**src/rtl/dirty_scan.sv**
```systemverilog
module dirty_scan #(
  parameter int ACTIVE_W = 1024,
  parameter int ACTIVE_H = 768,
  localparam int GROUPS = (ACTIVE_H + 3) / 4,
  localparam int GW = (GROUPS > 1) ? $clog2(GROUPS) : 1,
  localparam int LW = GW + 3,
  localparam int WW = $clog2(ACTIVE_W + 1)
) (
  input  logic          clk,
  input  logic          rst_n,
  input  logic          start,
  input  logic          deep_mode,
  input  logic          invalidate,
  output logic [GW-1:0] grp_idx,
  input  logic          dirty8,
  input  logic [3:0]    dirty_dir,
  input  logic [3:0]    dirty_ctl,
  output logic          rect_valid,
  input  logic          rect_ready,
  output logic [LW-1:0] rect_y,
  output logic [LW-1:0] rect_h,
  output logic [WW-1:0] rect_w,
  output logic          clr_valid,
  output logic [GW-1:0] clr_lo,
  output logic [GW-1:0] clr_hi,
  output logic [GW+1:0] clr_wide_lo,
  output logic [GW+1:0] clr_wide_hi,
  output logic          clr_deep,
  output logic          set_all,
  output logic          done
);
  typedef enum logic [2:0] {S_IDLE, S_SCAN, S_EMIT, S_CLR, S_DONE} state_t;

  state_t        state;
  logic [GW-1:0] grp, min_g, max_g;
  logic [LW-1:0] run_start;
  logic          run_open, any_hit, at_end, deep_r, inval_pend;

  logic          hit, last, close;
  logic [LW-1:0] line, run_y, end_line;

  assign line     = {1'b0, grp, 2'b00};
  assign hit      = dirty8 | (deep_r & ((|dirty_dir) | (|dirty_ctl)));
  assign last     = grp == GW'(GROUPS - 1);
  assign run_y    = run_open ? run_start : line;
  assign end_line = hit ? line + LW'(4) : line;
  assign close    = (run_open & ~hit) | (hit & last);

  assign grp_idx     = grp;
  assign rect_valid  = state == S_EMIT;
  assign clr_valid   = state == S_CLR;
  assign done        = state == S_DONE;
  assign rect_w      = WW'(ACTIVE_W);
  assign clr_lo      = min_g;
  assign clr_hi      = max_g;
  assign clr_wide_lo = {min_g, 2'b00};
  assign clr_wide_hi = {max_g, 2'b11};
  assign clr_deep    = deep_r;

  always_ff @(posedge clk) begin
    if (!rst_n) begin
      state      <= S_IDLE;
      grp        <= '0;
      min_g      <= '0;
      max_g      <= '0;
      run_start  <= '0;
      run_open   <= 1'b0;
      any_hit    <= 1'b0;
      at_end     <= 1'b0;
      deep_r     <= 1'b0;
      inval_pend <= 1'b0;
      set_all    <= 1'b0;
      rect_y     <= '0;
      rect_h     <= '0;
    end else begin
      set_all <= 1'b0;
      if (state != S_IDLE && invalidate) inval_pend <= 1'b1;
      unique case (state)
        S_IDLE: begin
          if (invalidate || inval_pend) begin
            set_all    <= 1'b1;
            inval_pend <= 1'b0;
          end else if (start && !set_all) begin
            state    <= S_SCAN;
            grp      <= '0;
            run_open <= 1'b0;
            any_hit  <= 1'b0;
            at_end   <= 1'b0;
            deep_r   <= deep_mode;
          end
        end
        S_SCAN: begin
          if (hit) begin
            any_hit <= 1'b1;
            if (!any_hit) min_g <= grp;
            max_g     <= grp;
            run_start <= run_y;
          end
          if (close) begin
            rect_y   <= run_y;
            rect_h   <= end_line - run_y;
            run_open <= 1'b0;
            state    <= S_EMIT;
          end else begin
            run_open <= hit;
          end
          if (last) begin
            at_end <= 1'b1;
            if (!close) state <= (any_hit || hit) ? S_CLR : S_DONE;
          end else begin
            grp <= grp + GW'(1);
          end
        end
        S_EMIT: begin
          if (rect_ready) state <= at_end ? (any_hit ? S_CLR : S_DONE) : S_SCAN;
        end
        S_CLR:  state <= S_DONE;
        S_DONE: state <= S_IDLE;
        default: state <= S_IDLE;
      endcase
    end
  end
endmodule

```
**config.mk**
```make
export PLATFORM = sky130hd
export DESIGN_NAME = dirty_scan
export DESIGN_NICKNAME = d
export VERILOG_FILES = /design/src/rtl/dirty_scan.sv
export SDC_FILE = /design/constraint.sdc
export NUM_CORES = 1
export LEC_CHECK = 0
export BUFFER_PORTS_ARGS = -buffer_cell sky130_fd_sc_hd__buf_2
export CORE_UTILIZATION = 45
export DETAILED_ROUTE_END_ITERATION = 6
export PLACE_DENSITY = 0.7
export SLEW_MARGIN = 10
export SYNTH_ARGS = -nofsm -noshare
export SYNTH_HDL_FRONTEND = slang
export SYNTH_SLANG_ARGS = --single-unit
```
**constraint.sdc**
```tcl
create_clock -name clk -period 6.05 [get_ports clk]
set_input_delay 0.3025 -clock clk [delete_from_list [all_inputs] [get_ports clk]]
set_output_delay 0.3025 -clock clk [all_outputs]
set_load 0.1 [all_outputs]
```
==> Flow_metrics.wiki <==
{| class="wikitable"
! Metric !! Value
|-
| Status || finished clean
|-
| R2r worst-path depth || 11
|-
| Antenna diode instance count || 0
|-
| Via count || a little under 3000
|-
| Row Count || 31
|-
| Setup violation total in the final timing report || 0
|-
| Register area share after synthesis || a little under two fifths
|-
| Clock root buffer master || sky130_fd_sc_hd__clkbuf_8
|-
| Total negative slack for setup checks || 0 ns
|-
| Max capacitance violation total || 0
|-
| Top-Level Pins || between 90 and 100
|-
| Horizontal extent of the die || around 90 µm
|-
| Mapped cell area || about 3500 µm²
|-
| Worst hold margin || 0.188 ns
|-
| Maximum fanout along the worst path || 10
|-
| Clock insertion delay at the later pin of the skew report || ~0.34 ns
|-
| Endpoint class of the critical path || register
|-
| Register-to-register setup slack || around 3.2 ns
|-
| Count of nets after finishing || just under 500
|-
| Number of enable flip-flop cells after synthesis || 0
|-
| Flip-flop and latch count after synthesis || 65
|-
| RePlAce Congestion || between 0.8 and 0.9
|-
| Distinct cell type count after synthesis || between 50 and 60
|-
| Overall Global Routing Usage || 18.9%
|-
| Worst VDD drop || ~0.13 mV
|-
| Time the worst path needs with I/O delays and setup || 2.84 ns
|-
| Detailed-routed wire length on met2 || about 3600 µm
|-
| Crit Path Category || register to register
|-
| Setup clock skew after layout || 0.00970 ns
|-
| Area leader, netlist || sky130_fd_sc_hd__dfxtp_1
|-
| Mean area per synthesized cell || slightly above 8 µm²
|-
| Clock Sink Count || 65
|-
| DRT Wirelength || ~7600 µm
|-
| Hold endpoint || clr_deep$_SDFFE_PN0P_
|-
| Data arrival time of the critical path || approximately 3.1 ns
|-
| Number of design rule violations left after detail routing || 0
|-
| Fraction of final layout cells with drive strength greater than 1 || roughly 24%
|-
| Top metal layer carrying routed signals || met4
|-
| Remaining antenna violation count after routing || 0
|-
| Amount of wire on met3 after detailed routing || between 300 and 400 µm
|-
| Endpoint of the worst register-to-register path || rect_h[10]$_SDFFE_PN0P_
|-
| Largest stage delay on the critical path || 0.61 ns
|-
| Hold Path Cell Cnt || 3
|-
| Most used standard cell by instance count after synthesis || sky130_fd_sc_hd__dfxtp_1
|-
| Synthesis warning total || 0
|-
| Pwr Total || roughly 900 µW
|-
| Core area || approximately 7400 µm²
|-
| Number of CTS-inserted buffers || 9
|-
| Chip Height || around 90 µm
|-
| Type of origin of the critical path || register
|-
| Max-slew violation total from the final report || 0
|-
| Clock transition at the registers of the reported paths || approximately 0.07 ns
|-
| Critical path data required time || 6.31 ns
|-
| Remaining global-route overflow || 0
|-
| First drt pass iteration count || 4
|-
| Number of gates given a new drive strength after cts || 0
|-
| Largest net degree at the start of global routing || 46
|-
| Hold path start || deep_mode
|-
| Average wire length per cell after detail routing || 13.2 µm
|-
| Number of global-route vias before repair || 2628
|-
| Async set-or-reset flop fraction in the synthesized netlist || 0%
|-
| Post-synth top area share || a little under two fifths
|-
| Starting utilization of the core area || a little under half
|-
| CTS tree || yes
|-
| Maximum number of buffers from clock root to sink || 2
|-
| Hpwl dp || between 5000 and 6000 µm
|-
| Class of the tightest hold or removal check || input port to register
|-
| Post-route clock period utilization || between 40% and 50%
|-
| DR vias/cell || between 5 and 6
|-
| Placed Cells || about 560
|-
| Tightest slew margin relative to the limit || 36.3%
|-
| Ranking of synthesized cells by area || sky130_fd_sc_hd__dfxtp_1 37%, sky130_fd_sc_hd__buf_4 6.9%, sky130_fd_sc_hd__nand2_1 6.8%
|-
| Total power per unit cell area || around 240 nW/µm²
|-
| First-pass GRT wire length || about 12000 µm
|-
| Most used standard cells in the synthesized netlist || 65 x sky130_fd_sc_hd__dfxtp_1, 63 x sky130_fd_sc_hd__nand2_1, 46 x sky130_fd_sc_hd__a21oi_1
|-
| Count of non-filler cells in the finished layout || 574
|-
| Cells along the critical path || and3_1 -> nand3_1 -> nor2_1 -> xor2_1 -> ha_1 -> a21o_1 -> a31o_2 -> a21oi_1 -> o21ai_0 -> xnor2_1 -> o31ai_1
|-
| Number of antenna violations at the first check in global routing || 0
|-
| Routed metal-1 wirelength || between 3000 and 4000 µm
|-
| Detailed router's first-iteration violation count || 143
|-
| Setup Fix Bufs, Post-CTS || 0
|-
| Highest clock rate || 352 MHz
|-
| Leakage || around 0.0016 µW
|-
| Worst reg2reg startpoint || grp_idx[0]$_SDFFE_PN0P_
|-
| Die Outline Area || approximately 8100 µm²
|-
| P&R area growth vs syn || 10.2%
|-
| Library cell contributing the largest single delay on the critical path || sky130_fd_sc_hd__dfxtp_1
|-
| Final Hold Fails || 0
|-
| CTS HTree Levels || 3
|-
| Setup repair after global routing missed its margin || false
|-
| Most frequently used flop master after synthesis || sky130_fd_sc_hd__dfxtp_1
|-
| Count of mapped cells out of synthesis || roughly 420
|-
| Transition time of the tightest slew-check pin || 0.954 ns
|-
| # port buffers || 81
|-
| Hold buffers post-CTS || 0
|}
## cell usage in the layout, fill, tap and decap left out, types with 2 or more instances in the layout
| master | n |
|---|---|
| sky130_fd_sc_hd__o21ai_0 | 17 |
| sky130_fd_sc_hd__and2_1 | 6 |
| sky130_fd_sc_hd__nand2b_1 | 2 |
| sky130_fd_sc_hd__nor2_1 | 40 |
| sky130_fd_sc_hd__or3_1 | 2 |
| sky130_fd_sc_hd__xnor2_1 | 11 |
| sky130_fd_sc_hd__nor3b_1 | 2 |
| sky130_fd_sc_hd__a211oi_1 | 16 |
| sky130_fd_sc_hd__nor3_1 | 7 |
| sky130_fd_sc_hd__buf_2 | 81 |
| sky130_fd_sc_hd__clkinv_2 | 3 |
| sky130_fd_sc_hd__dfxtp_1 | 65 |
| sky130_fd_sc_hd__nor2_2 | 3 |
| sky130_fd_sc_hd__nor4_2 | 2 |
| sky130_fd_sc_hd__nand3_1 | 10 |
| sky130_fd_sc_hd__ha_1 | 10 |
| sky130_fd_sc_hd__nor2_4 | 2 |
| sky130_fd_sc_hd__a31o_2 | 2 |
| sky130_fd_sc_hd__xor2_1 | 4 |
| sky130_fd_sc_hd__a21o_1 | 7 |
| sky130_fd_sc_hd__o21ai_2 | 2 |
| sky130_fd_sc_hd__a21oi_1 | 46 |
| sky130_fd_sc_hd__conb_1 | 15 |
| sky130_fd_sc_hd__a221o_1 | 2 |
| sky130_fd_sc_hd__clkbuf_8 | 11 |
| sky130_fd_sc_hd__nand2_1 | 63 |
| sky130_fd_sc_hd__nand3b_1 | 2 |
| sky130_fd_sc_hd__and3_1 | 4 |
| sky130_fd_sc_hd__clkbuf_1 | 2 |
| sky130_fd_sc_hd__mux2i_1 | 10 |
## per-layer routing
layer | vias up | global-route usage (%)
li1 | 1508 | -
met2 | 80 | 31.2
met3 | 10 | 4.65
met5 | - | 0
met4 | 0 | 6.05
met1 | 1339 | 24.0
## worst max path at each step
| stage | start | endpoint | slack [ns] | cells past startpoint |
|---|---|---|---|---|
| after floorplan | clr_deep$_SDFFE_PN0P_ | rect_h[10]$_SDFFE_PN0P_ | 2.84 | 12 |
| after global placement | dirty_dir[1] | rect_h[10]$_SDFFE_PN0P_ | 3.22 | 13 |
| after detailed placement | dirty_dir[1] | rect_h[10]$_SDFFE_PN0P_ | 3.08 | 13 |
| after CTS | grp_idx[0]$_SDFFE_PN0P_ | rect_h[10]$_SDFFE_PN0P_ | 3.21 | 11 |
| after global routing | grp_idx[0]$_SDFFE_PN0P_ | rect_h[10]$_SDFFE_PN0P_ | 2.99 | 11 |
| final | grp_idx[0]$_SDFFE_PN0P_ | rect_h[10]$_SDFFE_PN0P_ | 3.21 | 11 |
## cell type report
cell class / instances / area [µm²]
well taps: 99 / 124
inverters: 2 / 7.51
clock inverters: 3 / 15.0
fillers: 712 / 3520
clock buffers: 13 / 159
flip-flops and latches: 65 / 1300
multi-input cells: 310 / 1830
repair buffers: 82 / 413
## state kept, by name, summed over array words and instances (netlist names), 3 cells and up
signal,flops
rect_y,11
run_start,11
rect_h,10
clr_hi,8
clr_lo,8
grp_idx,8
state,3
## through the flow
stage                     cell area, µm²  utilization, %  setup WS (ns)
after floorplan                     3540               -           2.84
after global placement              3680            49.9           3.22
after detailed placement            3680            49.9           3.08
after CTS                           3850            52.3           3.21
after global routing                3850            52.3           2.99
final                               3850            52.3           3.21
## power breakdown
group	switching, µW	internal [µW]	total [µW]
Combinational	108	36.3	144
Sequential	9.66	434	444
Clock	159	169	328
## critical path, delay by kind of cell, from the launching register on
kind,cells,cell delay (ns)
compound gates,5,0.95
flops,1,0.61
simple gates,3,0.59
xor+xnor,2,0.31
fa+ha+maj,1,0.30
## cells by family after synthesis
family | Yosys count | synth area share (%)
buf+inv | 62 | 11.7
other cells | 2 | 0.215
fa+ha+maj | 10 | 3.58
simple gates | 155 | 21.4
flops | 65 | 37.2
xor+xnor | 15 | 3.76
mux | 12 | 3.69
compound gates | 103 | 18.4
(Power assumes the default switching activity.)
